==> config.mk <==
export PLATFORM = sky130hd
export DESIGN_NAME = wdog_timer
export DESIGN_NICKNAME = d
export VERILOG_FILES = /design/src/rtl/wdog_pkg.sv /design/src/rtl/wdog_tick_gen.sv /design/src/rtl/wdog_countdown.sv /design/src/rtl/wdog_pulse_fsm.sv /design/src/rtl/wdog_timer.sv
export SDC_FILE = /design/constraint.sdc
export NUM_CORES = 1
export LEC_CHECK = 0
export ABC_CLOCK_PERIOD_IN_PS = 3100
export BUFFER_PORTS_ARGS = -buffer_cell sky130_fd_sc_hd__buf_2
export CAP_MARGIN = 5
export CORE_ASPECT_RATIO = 0.7
export CORE_MARGIN = 1.5
export CORE_UTILIZATION = 40
export DETAILED_ROUTE_END_ITERATION = 8
export PLACE_DENSITY = 0.69
export RECOVER_POWER = 50
export SETUP_SLACK_MARGIN = 0.02
export SLEW_MARGIN = 10
export SYNTH_ARGS = -nofsm -noshare
export SYNTH_HDL_FRONTEND = slang
export SYNTH_SLANG_ARGS = --single-unit
==> constraint.sdc <==
create_clock -name clk -period 3.1 [get_ports clk]
set_clock_uncertainty 0.05 [all_clocks]
set_input_delay 0.31 -clock clk [delete_from_list [all_inputs] [get_ports clk]]
set_output_delay 0.31 -clock clk [all_outputs]
set_load 0.02 [all_outputs]
==> src/rtl/wdog_pkg.sv <==
package wdog_pkg;

    localparam int ADDR_W = 8;
    localparam int WORD_W = 32;

    localparam logic [ADDR_W-1:0] OFF_COUNT   = 8'h00;
    localparam logic [ADDR_W-1:0] OFF_RELOAD  = 8'h04;
    localparam logic [ADDR_W-1:0] OFF_RESTART = 8'h08;
    localparam logic [ADDR_W-1:0] OFF_CTRL    = 8'h0C;
    localparam logic [ADDR_W-1:0] OFF_STATUS  = 8'h10;
    localparam logic [ADDR_W-1:0] OFF_CLEAR   = 8'h14;
    localparam logic [ADDR_W-1:0] OFF_LEN     = 8'h18;

    typedef enum logic [0:0] {
        PS_IDLE   = 1'b0,
        PS_ACTIVE = 1'b1
    } pulse_state_t;

    typedef struct packed {
        logic clk_sel;
        logic ext_en;
        logic irq_en;
        logic rst_en;
        logic run;
    } ctrl_t;

    localparam int CTRL_W = $bits(ctrl_t);

endpackage

==> src/rtl/wdog_tick_gen.sv <==
module wdog_tick_gen #(
    parameter int SYNC_STAGES = 2
) (
    input  logic clk,
    input  logic rst_n,
    input  logic ext_clk,
    input  logic use_ext,
    output logic tick
);
    localparam int TOP = SYNC_STAGES - 1;

    logic [TOP:0] sync_q;
    logic         last_q;

    generate
        if (SYNC_STAGES > 1) begin : g_chain
            always_ff @(posedge clk or negedge rst_n) begin
                if (!rst_n) begin
                    sync_q <= '0;
                end else begin
                    sync_q <= {sync_q[TOP-1:0], ext_clk};
                end
            end
        end else begin : g_single
            always_ff @(posedge clk or negedge rst_n) begin
                if (!rst_n) begin
                    sync_q <= '0;
                end else begin
                    sync_q <= ext_clk;
                end
            end
        end
    endgenerate

    always_ff @(posedge clk or negedge rst_n) begin
        if (!rst_n) begin
            last_q <= 1'b0;
        end else begin
            last_q <= sync_q[TOP];
        end
    end

    // Bus clock gives a tick every cycle; external clock gives one per rising edge.
    assign tick = use_ext ? (sync_q[TOP] & ~last_q) : 1'b1;

endmodule

==> src/rtl/wdog_countdown.sv <==
module wdog_countdown #(
    parameter int               CNT_W = 32,
    parameter logic [CNT_W-1:0] INIT  = 32'h03EF1480
) (
    input  logic             clk,
    input  logic             rst_n,
    input  logic [CNT_W-1:0] reload,
    input  logic             restart,
    input  logic             run,
    input  logic             tick,
    output logic [CNT_W-1:0] count,
    output logic             hit
);
    localparam logic [CNT_W-1:0] ONE = CNT_W'(1);

    logic step;

    assign step = run & tick & (count != '0) & ~restart;
    assign hit  = step & (count == ONE);

    always_ff @(posedge clk or negedge rst_n) begin
        if (!rst_n) begin
            count <= INIT;
        end else if (restart) begin
            count <= reload;
        end else if (step) begin
            count <= count - ONE;
        end
    end

endmodule

==> src/rtl/wdog_pulse_fsm.sv <==
module wdog_pulse_fsm
    import wdog_pkg::*;
#(
    parameter int LEN_W = 8,
    parameter int N_OUT = 3
) (
    input  logic             clk,
    input  logic             rst_n,
    input  logic             fire,
    input  logic [LEN_W-1:0] len,
    input  logic [N_OUT-1:0] en_mask,
    output logic [N_OUT-1:0] pulses
);
    pulse_state_t     state_q, state_d;
    logic [LEN_W-1:0] remain_q, remain_d;
    logic [N_OUT-1:0] mask_q, mask_d;

    always_comb begin
        state_d  = state_q;
        remain_d = remain_q;
        mask_d   = mask_q;
        unique case (state_q)
            PS_IDLE: begin
                if (fire) begin
                    state_d  = PS_ACTIVE;
                    remain_d = len;
                    mask_d   = en_mask;
                end
            end
            PS_ACTIVE: begin
                if (remain_q == '0) begin
                    state_d = PS_IDLE;
                end else begin
                    remain_d = remain_q - 1'b1;
                end
            end
            default: state_d = PS_IDLE;
        endcase
    end

    always_ff @(posedge clk or negedge rst_n) begin
        if (!rst_n) begin
            state_q  <= PS_IDLE;
            remain_q <= '0;
            mask_q   <= '0;
        end else begin
            state_q  <= state_d;
            remain_q <= remain_d;
            mask_q   <= mask_d;
        end
    end

    always_comb begin
        pulses = (state_q == PS_ACTIVE) ? mask_q : '0;
    end

endmodule

==> src/rtl/wdog_timer.sv <==
module wdog_timer
    import wdog_pkg::*;
#(
    parameter int                CNT_W       = 32,
    parameter int                LEN_W       = 8,
    parameter int                SYNC_STAGES = 2,
    parameter logic [CNT_W-1:0]  RELOAD_INIT = 32'h03EF1480,
    parameter logic [LEN_W-1:0]  LEN_INIT    = 8'hFF,
    parameter logic [WORD_W-1:0] KEY         = 32'h00005AB9
) (
    input  logic              clk,
    input  logic              rst_n,
    input  logic              ext_clk,
    input  logic              wr_en,
    input  logic [ADDR_W-1:0] addr,
    input  logic [WORD_W-1:0] wr_data,
    output logic [WORD_W-1:0] rd_data,
    output logic              rst_pulse,
    output logic              irq_pulse,
    output logic              ext_pulse
);
    localparam int N_OUT = 3;

    logic [CNT_W-1:0] reload_q;
    logic [LEN_W-1:0] len_q;
    ctrl_t            ctrl_q;
    logic             status_q;
    logic [CNT_W-1:0] cnt_q;
    logic             tick;
    logic             hit;
    logic             restart;
    logic [N_OUT-1:0] pulses;

    assign restart = wr_en && (addr == OFF_RESTART) && (wr_data == KEY);

    always_ff @(posedge clk or negedge rst_n) begin
        if (!rst_n) begin
            reload_q <= RELOAD_INIT;
            len_q    <= LEN_INIT;
            ctrl_q   <= '0;
        end else if (wr_en) begin
            if (addr == OFF_RELOAD) reload_q <= wr_data[CNT_W-1:0];
            if (addr == OFF_LEN)    len_q    <= wr_data[LEN_W-1:0];
            if (addr == OFF_CTRL)   ctrl_q   <= ctrl_t'(wr_data[CTRL_W-1:0]);
        end
    end

    always_ff @(posedge clk or negedge rst_n) begin
        if (!rst_n) begin
            status_q <= 1'b0;
        end else if (hit) begin
            status_q <= 1'b1;
        end else if (wr_en && (addr == OFF_CLEAR) && wr_data[0]) begin
            status_q <= 1'b0;
        end
    end

    wdog_tick_gen #(
        .SYNC_STAGES(SYNC_STAGES)
    ) u_tick (
        .clk    (clk),
        .rst_n  (rst_n),
        .ext_clk(ext_clk),
        .use_ext(ctrl_q.clk_sel),
        .tick   (tick)
    );

    wdog_countdown #(
        .CNT_W(CNT_W),
        .INIT (RELOAD_INIT)
    ) u_count (
        .clk    (clk),
        .rst_n  (rst_n),
        .reload (reload_q),
        .restart(restart),
        .run    (ctrl_q.run),
        .tick   (tick),
        .count  (cnt_q),
        .hit    (hit)
    );

    wdog_pulse_fsm #(
        .LEN_W(LEN_W),
        .N_OUT(N_OUT)
    ) u_pulse (
        .clk    (clk),
        .rst_n  (rst_n),
        .fire   (hit),
        .len    (len_q),
        .en_mask({ctrl_q.ext_en, ctrl_q.irq_en, ctrl_q.rst_en}),
        .pulses (pulses)
    );

    assign rst_pulse = pulses[0];
    assign irq_pulse = pulses[1];
    assign ext_pulse = pulses[2];

    always_comb begin
        rd_data = '0;
        unique case (addr)
            OFF_COUNT:  rd_data[CNT_W-1:0]  = cnt_q;
            OFF_RELOAD: rd_data[CNT_W-1:0]  = reload_q;
            OFF_CTRL:   rd_data[CTRL_W-1:0] = ctrl_q;
            OFF_STATUS: rd_data[0]          = status_q;
            OFF_LEN:    rd_data[LEN_W-1:0]  = len_q;
            default:    rd_data = '0;
        endcase
    end

endmodule

After elaboration in Yosys (flattened, before gate mapping)
Index checks and enable logic that the tools add are counted.
W data, S select, Z words.
{ "totals": {"register_bits": 93, "word_cells": 64} }
{ "op_classes": {"n_addsub": 2, "eq_ne": 10, "n_mux": 16, "bitwise_logic": 8, "reduce_logical": 14} }
{ "op_table": {"columns": ["operator", "n"], "rows": [
  ["$mux W32", 2],
  ["$pmux W24 S2", 1],
  ["$eq A32 B1 Y1 const B", 1],
  ["$eq A32 B15 Y1 const B", 1],
  ["$reduce_bool A32 Y1", 1],
  ["$sub A32 B1 Y32 const B", 1],
  ["$eq A8 B5 Y1 const B", 3],
  ["$eq A8 B4 Y1 const B", 2],
  ["$logic_not A8 Y1", 2],
  ["$mux W8", 2],
  ["$pmux W4 S4", 1],
  ["$pmux W8 S2", 1],
  ["$reduce_and A2 Y1", 5],
  ["$pmux W3 S3", 1],
  ["$eq A8 B3 Y1 const B", 1],
  ["$sub A8 B1 Y8 const B", 1],
  ["$and A1 B1 Y1", 5],
  ["$mux W1", 5],
  ["$pmux W1 S5", 1],
  ["$logic_and A1 B1 Y1", 4],
  ["$ne A2 B2 Y1 const B", 2],
  ["$reduce_bool A2 Y1", 2],
  ["$mux W3", 1],
  ["$not A1 Y1", 3],
  ["$pmux W1 S2", 1]
]} }

Depth between registers and ports, before layout
Gate-level depths: netlist of the first run.
{ "logic_depth": {"depth_word": 9, "ltp_mapped": 8, "ltp_nobuf": 7} }

Hierarchy
From an unflattened synthesis of the first run, not the netlist that was laid out.
{ "unflattened": {"hier_cells": 504, "area_unflattened_um2": 5358.9} }
{ "modules_own_cells": {"columns": ["mod", "n_inst", "cells_per_inst", "area_each_um2", "seq_area_each_um2"], "rows": [
  ["wdog_timer", 1, 183, 2393.5, 1176.1],
  ["wdog_countdown", 1, 241, 2118.3, 815.8],
  ["wdog_pulse_fsm", 1, 75, 759.5, 300.3],
  ["wdog_tick_gen", 1, 5, 87.6, 75.1]
]} }

Worst setup path after synthesis of the first run
Ideal clock, no wire load.
{ "synth_path": {"kind": "reg2reg", "from": "register u_count.count[10]", "to": "register u_count.count[29]", "setup_ns": 0.124, "arrival_ns": 2.197, "t_required_ns": 2.926, "setup_slack_ns": 0.729, "path_stages_with_launch": 8, "n_path_buf": 2, "period_less_slack_ns": 2.371, "path_cell_list": "dfstp_2 > buf_6 > nor4_4 > o2111ai_4 > or4_1 > buf_2 > o41a_1 > o31a_1"} }
{ "synth_between": {"elab_chain_cells": 4} }
{ "synth_rtl": {"columns": ["element", "line_no", "source"], "rows": [
  ["from (decl)", "wdog_countdown.sv:11", "output logic [CNT_W-1:0] count,"],
  ["from (signal assigned)", "wdog_countdown.sv:25", "count <= reload;"],
  ["from (signal assigned)", "wdog_countdown.sv:27", "count <= count - ONE;"],
  ["branches (longest 4 deep; another with $sub A32 B1 Y32)", null, null]
]} }
Parallel ways; which one is timed is not known. The select of a mux whose other input is x is not followed.
A chain may end at the register's enable or synchronous reset.

Final worst setup path of the first run
{ "layout_path": {"from": "register u_count.count[13]", "to": "register u_count.count[29]"} }
The elaborated chain is that of the path after synthesis.

==> impl_results.md, run 1 <==
* Htree depth at 3
* Most common cell after layout, fill and taps aside: buf_2
* Crit-path max FO at 17
* Vias in the first global route at 4293
* Post-DRT Antenna Nets at 0
* Initial antenna violation count at 1
* DRT iter0 DRCs at 431
* Max Root-Sink Buffers at 2
* Hold Crit Depth at 1
* Worst-Skew Late Latency at 340 ps
* Num CTS Buffers at 9
* Net Count, Synth at 550
* Final-stage net count at 631
* Initial Util at 0.415
* Post-synth ARST share at 1.00
* Post-layout util at 0.487
* Syn avg cell area at 10.4 µm²
* Rel. slew slack at -0.487
* Worst EP arrival at 2970 ps
* Final period utilization at 0.904
* Layout cells sized above 1 at 0.341
* Post-Place Worst Slack at 319 ps
* Count of cell types in the netlist at 59
* Row Count at 34
* Root Driver: clkbuf_16
* Core Area at 12600 µm²
* Synth-to-Final Area Change at 17.4%
* Number of synthesized flops with an enable pin at 0
* R2R Path End: u_count.count[29]
* Type of the worst setup path: register to register
* Die X at 140 µm
* Aggregate global-route resource usage at 0.217
* Post-DP HPWL at 10.7 mm
* Total of max-cap violations at 1
* Number of inserted diodes at 0
* Reg2reg setup slack at 300 ps
* Worst-Margin Slew at 2230 ps
* Pwr/cell area at 422 nW/µm²
* Seq/Total Area, Yosys at 0.453
* Total of fill cells in the finished design at 1159
* Final Hold Fails at 0
* Main synth FF type: dfrtp_1
* Worst setup EP type: register
* Die height at 98.6 µm
* IO Count at 79
* Min cycle time layout at 2800 ps
* Critical Path Start Type: register
* First-pass GRT wire length at 23.5 mm
* Synthesized flop and latch total at 93
* Worst R2R Path Depth at 5
* CTS sink count at 93
* Failing checks: design-rule violations, max-capacitance violations, max-slew violations
* RSZ-0062 raised after global routing: false
* Final worst setup slack at 298 ps
* Drt total wl at 14.7 mm
* Hold path start: ext_clk
* Worst-path clk slew at 60 ps
* Final Max Slew Viols at 40
* Cell Area, Synth at 5220 µm²
* Peak VDD IR at 0.280 mV
* WP data required at 3270 ps
* Hold endpoint: u_tick.sync_q[0]
* Leak Pwr at 2.59 nW
* Via density at 6.16
* Grt ovf at 0
* Setup tns final at 0 ps
* DRC viols at 5
* Most frequent cells in the layout: buf_2, dfrtp_1, mux2_2
* Ys Warns at 0
* Hold WC Path Type: input port to register
* Syn Inst Count at 503
* Overall die area at 13800 µm²
* Postcts setup bufs at 0
* First-pass iteration count of the detailed router at 7
* GPL Wtd Cong at 0.946
* CTS tree: built
* Pwr Total at 2.59 mW
* Largest net degree at the start of global routing at 55
* Reg-to-Reg Start: u_count.count[13]
* Status: finished, violations left
* Setup-failing EPs final at 0
* Wire length per cell at 19.6 µm
* Routed vias at 4628
* PortBufs at 78
* Fmax at 357 MHz
metal layers:
| metal | share of wire | track usage |
|---|---|---|
| met3 | 0.075 | 0.0466 |
| met5 | 0 | 0 |
| met2 | 0.43 | 0.313 |
| met1 | 0.49 | 0.336 |
| met4 | 0.0079 | 0.0397 |
through the flow:
| step | std cells | cell area, µm² | hold slack [ps] |
|---|---|---|---|
| after CTS | 751 | 6150 | 19.8 |
| after floorplan | 503 | 5220 | -35.6 |
| after global placement | 734 | 5860 | 282 |
| after global routing | 751 | 6130 | 18.7 |
| after detailed placement | 734 | 5860 | 283 |
| final | 751 | 6130 | 26.9 |
worst max-delay path, cell delays in order (launching register included):
cell and delay [ps]:
dfrtp_1 430, nor4_4 390, o2111ai_4 260, or4_1 790, o41a_1 470, o31a_1 280
how the worst max path moves through the flow:
stage / startpoint / to / depth (start not counted)
detailed placement: u_count.count[13] / u_count.count[29] / 5
global placement: u_count.count[13] / u_count.count[29] / 5
floorplan: u_count.count[10] / u_count.count[29] / 7
global route: rst_n / u_tick.last_q / 2
finish: u_count.count[13] / u_count.count[29] / 5
CTS: u_count.count[13] / u_count.count[29] / 5
cells in the mapped netlist, types with 3 or more instances:
cell type | instances | area [µm²]
a22oi_1 | 8 | 60.1
o31ai_1 | 14 | 105
or3_1 | 19 | 119
o221ai_1 | 4 | 35.0
a31oi_1 | 23 | 144
nand4_1 | 11 | 68.8
o21ai_0 | 16 | 80.1
a21oi_1 | 5 | 25.0
and4_1 | 3 | 26.3
nor4_1 | 8 | 50.1
o211ai_1 | 3 | 22.5
clkbuf_1 | 20 | 75.1
or2_2 | 5 | 31.3
o41ai_1 | 3 | 26.3
buf_1 | 3 | 11.3
and3_1 | 5 | 31.3
inv_1 | 13 | 48.8
ha_1 | 3 | 37.5
nand2b_1 | 3 | 18.8
and2_1 | 4 | 25.0
mux2_2 | 48 | 541
or4_1 | 15 | 113
nand2_1 | 29 | 109
dfrtp_1 | 61 | 1530
nor3_1 | 16 | 80.1
nor4b_1 | 4 | 35.0
xnor2_1 | 8 | 70.1
nor4bb_1 | 4 | 40.0
dfstp_2 | 32 | 841
a22o_1 | 24 | 210
or4b_2 | 3 | 30.0
nand3_1 | 6 | 30.0
nor2_1 | 39 | 146
a222oi_1 | 4 | 40.0
cell families (layout without fill, tap and decap cells):
logic type	count (synthesis)	after routing	share of synthesized area
XOR/XNOR	10	10	0.0168
AO/OA/AOI/OAI	124	124	0.181
buffers and inverters	40	126	0.0321
flip-flops	93	93	0.453
multiplexers	48	48	0.103
AND/OR/NAND/NOR	185	185	0.206
adder cells (fa/ha/maj)	3	3	0.00719
state kept, by name, summed over array words and instances (netlist names):
register          cells
u_tick.last_q         1
reload_q             32
u_tick.sync_q         2
u_pulse.mask_q        3
len_q                 8
status_q              1
u_pulse.remain_q      8
u_count.count        32
u_pulse.state_q       1
ctrl_q                5
cell type report:
cell class / instances / area, µm² / area share
multi-input combinational: 370 / 2700 / 0.440
inverter: 13 / 48.8 / 0.00796
timing repair buffer: 97 / 534 / 0.0871
sequential: 93 / 2370 / 0.386
clock inverter: 1 / 5.00 / 0.000816
tap: 162 / 203 / 0.0331
clock buffer: 15 / 278 / 0.0453
report_power, final:
group          leakage, nW  internal [mW]  switching, mW  total, mW
Clock                0.140          0.610          0.443       1.05
Sequential            1.05           1.27         0.0495       1.32
Combinational         1.40         0.0849          0.123      0.208
repair_timing:
action	in CTS	in global routing
resized for setup	0	0
hold endpoints to repair	24	0
hold buffers	1	0
(Power assumes the default switching activity.)
==> inputs of run 2 (changes only) <==
- CORE_ASPECT_RATIO: 0.7 -> 0.8
- RECOVER_POWER: 50 -> default
==> impl_results.md, run 2 (same netlist as run 1, synthesis figures left out) <==
* Final Hold Fails at 0
* Setup-failing EPs final at 0
* Most frequent cells in the layout: buf_2, dfrtp_1, mux2_2
* Final-stage net count at 629
* Status: finished clean
* First-pass GRT wire length at 23.7 mm
* Drt total wl at 14.6 mm
* Hold WC Path Type: input port to register
* Worst-Skew Late Latency at 340 ps
* Pwr/cell area at 447 nW/µm²
* Wire length per cell at 19.1 µm
* Critical Path Start Type: register
* DRT iter0 DRCs at 428
* PortBufs at 78
* Die X at 131 µm
* Peak VDD IR at 0.314 mV
* RSZ-0062 raised after global routing: false
* Crit-path max cell delay at 800 ps
* CP delay by family, top: simple AND/OR/NAND/NOR gates
* Number of inserted diodes at 0
* Die height at 105 µm
* CTS Hold Bufs at 0
* Core Area at 12800 µm²
* Most common cell after layout, fill and taps aside: buf_2
* Rel. slew slack at 0.275
* Row Count at 37
* IO Count at 79
* Num CTS Buffers at 9
* Post-DRT Antenna Nets at 0
* Htree depth at 3
* Leak Pwr at 2.62 nW
* CTS sink count at 93
* Post-CTS resize count at 0
* Largest registers: reload_q: 32 flops, u_count.count: 32 flops
* Fmax at 358 MHz
* Type of the worst setup path: register to register
* Initial Util at 0.407
* CP bufs+invs at 0
* Largest net degree at the start of global routing at 86
* Synth-to-Final Area Change at 18.4%
* Final period utilization at 0.900
* Setup tns final at 0 ps
* Layout cells sized above 1 at 0.351
* Min cycle time layout at 2790 ps
* Cell Chain, Critical Path: nor4_4 -> o2111ai_4 -> or4_1 -> o41a_1 -> o31a_1
* Aggregate global-route resource usage at 0.223
* Crit-path slowest cell: or4_1
* Post-DP HPWL at 10.5 mm
* Worst-Margin Slew at 1090 ps
* Via density at 5.99
* Max Root-Sink Buffers at 2
* Postcts setup bufs at 0
* First-pass iteration count of the detailed router at 5
* GPL Wtd Cong at 0.903
* Worst EP arrival at 2970 ps
* Vias in the first global route at 4408
* Final Max Slew Viols at 0
* Routed vias at 4564
* Root Driver: clkbuf_16
* Worst setup EP type: register
* CTS tree: built
* Initial antenna violation count at 0
* DRC viols at 0
* Worst-path clk slew at 60 ps
* Total of max-cap violations at 0
* WP data required at 3280 ps
* Crit-path max FO at 17
* Grt ovf at 0
* Overall die area at 13800 µm²
* Hold Worst Slack at 23.9 ps
==> run 2: changes by cell type in the layout (fill, tap and decap cells not counted) <==
| cell | change |
|---|---|
| buf_4 | +4 |
| bufinv_16 | +3 |
| dlygate4sd3_1 | -1 |
| and2_0 | -1 |
| clkinv_2 | +1 |
| buf_12 | -1 |
| clkbuf_1 | -6 |
| clkbuf_8 | -3 |
| clkbuf_2 | -2 |
| buf_2 | +3 |
| and2_1 | +1 |
==> run 2: per-layer routing <==
metal  wire, µm  part of all wire  track usage
met1       6720              0.46        0.313
met2       6790              0.47        0.350
met3        830             0.057       0.0452
met4        231             0.016       0.0612
met5          0                 0            0
==> run 2: layout make-up <==
type / count / area [µm²]
Clock buffer: 11 / 233
Clock inverter: 5 / 100
Fill cell: 1199 / 6640
Inverter: 13 / 48.8
Multi-Input combinational cell: 370 / 2700
Sequential cell: 93 / 2370
Tap cell: 175 / 219
Timing Repair Buffer: 95 / 520
==> run 2: final timing paths <==
kind | start | endpoint | slack, ps | cells after the start
worst max-delay path | u_count.count[13] | u_count.count[29] | 310 | 5
min in group asynchronous | rst_n | u_pulse.remain_q[5] | 90 | 1
worst min-delay path | ext_clk | u_tick.sync_q[0] | 20 | 1
worst min register to register | u_tick.sync_q[1] | u_tick.last_q | 320 | 0
max in group asynchronous | rst_n | reload_q[25] | 2080 | 2
worst max register to register | u_count.count[13] | u_count.count[29] | 310 | 5
==> run 2: stage by stage <==
step | instances | instance area, µm² | utilization | setup slack (ps) | total power, mW
after floorplan | 503 | 5220 | - | 729 | 1.43
after detailed placement | 746 | 5850 | 0.456 | 372 | 1.55
after global routing | 762 | 6180 | 0.482 | 236 | 2.87
after global placement | 746 | 5850 | 0.456 | 430 | 1.54
final | 762 | 6180 | 0.482 | 310 | 2.77
after CTS | 762 | 6180 | 0.482 | 362 | 2.79
==> run 2: power by group <==
group	switching (mW)	internal (mW)	total, mW
logic	0.121	0.0851	0.206
registers	0.0486	1.27	1.32
clock network	0.452	0.786	1.24
==> inputs of run 3 (changes only) <==
- PLACE_DENSITY: 0.69 -> default
==> impl_results.md, run 3 (same netlist as run 1, synthesis figures left out) <==
* Status: finished clean
* Root Driver: clkbuf_16
* Rel. slew slack at 0.441
* DRC viols at 0
* Postcts setup bufs at 0
* Via density at 6.03
* GPL Wtd Cong at 0.874
* Leak Pwr at 2.62 nW
* Placed Instances at 749
* CTS tree: built
* Final Hold Fails at 0
* Worst-Skew Late Latency at 340 ps
* DRT iter0 DRCs at 338
* Pwr Total at 2.63 mW
* Fmax at 364 MHz
* Post-CTS resize count at 0
* IO Count at 79
* Final period utilization at 0.885
* PortBufs at 78
* Overall die area at 13800 µm²
* Max Root-Sink Buffers at 2
* Worst-Margin Slew at 830 ps
* Worst EP arrival at 2920 ps
* Area of the multi-input gates at 2700 µm²
* Fin cells at 766
* Hold WC Path Type: input port to register
* Crit-path max FO at 17
* Layout cells sized above 1 at 0.354
* Grt ovf at 0
* Routed vias at 4620
* Most common cell after layout, fill and taps aside: buf_2
* Initial Util at 0.407
* Final Max Slew Viols at 0
* First-pass GRT wire length at 24.6 mm
* Pwr/cell area at 424 nW/µm²
* Aggregate global-route resource usage at 0.231
* Number of inserted diodes at 0
* Die height at 105 µm
* Reg2reg setup slack at 360 ps
* First-pass iteration count of the detailed router at 5
* Row Count at 37
* Num CTS Buffers at 9
* Type of the worst setup path: register to register
* Synth-to-Final Area Change at 18.4%
* Cell Chain, Critical Path: nor4_4 -> o2111ai_4 -> or4_1 -> o41a_1 -> o31a_1
* Wire length per cell at 19.8 µm
* Total of fill cells in the finished design at 1227
* Final-stage net count at 633
* Htree depth at 3
* Setup-failing EPs final at 0
* WP data required at 3280 ps
* Critical Path Start Type: register
* Largest registers: reload_q: 32 flops, u_count.count: 32 flops
* Total of max-cap violations at 0
* Die X at 131 µm
* CP delay by family, top: simple AND/OR/NAND/NOR gates
* CP bufs+invs at 0
* Min cycle time layout at 2740 ps
* Post-layout util at 0.482
* Worst setup EP type: register
* Worst-path clk slew at 70 ps
* Setup tns final at 0 ps
* Core Area at 12800 µm²
* Post-DRT Antenna Nets at 0
* Crit-path slowest cell: or4_1
* CTS sink count at 93
* Peak VDD IR at 0.317 mV
* Most frequent cells in the layout: buf_2, dfrtp_1, mux2_2
* Largest net degree at the start of global routing at 61
* RSZ-0062 raised after global routing: false
* Post-DP HPWL at 11.0 mm
* Drt total wl at 15.2 mm
* Sequential Area at 2370 µm²
* Hold Worst Slack at 24.5 ps
* Vias in the first global route at 4509
* Crit-path max cell delay at 790 ps
* Initial antenna violation count at 0
[run 3: changes by cell type in the layout (fill, tap and decap cells not counted), sizes merged]
cell	change
clkinv	-1
buf	+3
dlygate4sd3	+1
clkbuf	+3
clkinvlp	+1
bufinv	-3
[run 3: what timing repair did]
item / CTS / global route
hold buffers: 1 / 0
hold endpoints to repair: 14 / 0
setup endpoints to repair: 0 / 0
[run 3: per-stage QoR]
stage	area, µm²	setup slack [ps]
floorplan	5220	729
global placement	5890	415
detailed placement	5890	365
CTS	6190	356
global route	6190	212
finish	6190	355
[run 3: worst reg2reg max path, delay by kind of cell (launching register included)]
kind | cells | cell delay, ps
and+or+nand+nor | 2 | 1160
AOI/OAI and AO/OA | 3 | 990
DFF | 1 | 440
[run 3: path summary, 6_finish.rpt]
kind | from | endpoint | depth (start not counted)
hold reg to reg | u_tick.sync_q[0] | u_tick.sync_q[1] | 0
setup reg to reg | u_count.count[13] | u_count.count[29] | 5
min in group asynchronous | rst_n | reload_q[11] | 2
setup / recovery | u_count.count[13] | u_count.count[29] | 5
hold / removal | ext_clk | u_tick.sync_q[0] | 1
max in group asynchronous | rst_n | len_q[1] | 3
[run 3: final cells by class]
| class | instances | area share |
|---|---|---|
| multi-input cells | 370 | 0.436 |
| flip-flops and latches | 93 | 0.383 |
| repair buffers | 99 | 0.0914 |
| clock buffers | 14 | 0.0443 |
| well taps | 175 | 0.0354 |
| inverters | 13 | 0.00789 |
| clock inverters | 2 | 0.00263 |
[run 3: where the power goes]
group	leakage [nW]	internal [mW]	switching, mW
combinational	1.43	0.0861	0.120
sequential	1.05	1.27	0.0505
clock	0.139	0.613	0.482
[run 3: layer usage]
metal,track usage,wire length (µm)
met5,0,0
met4,0.0526,123
met3,0.0421,786
met2,0.345,6860
met1,0.348,7400
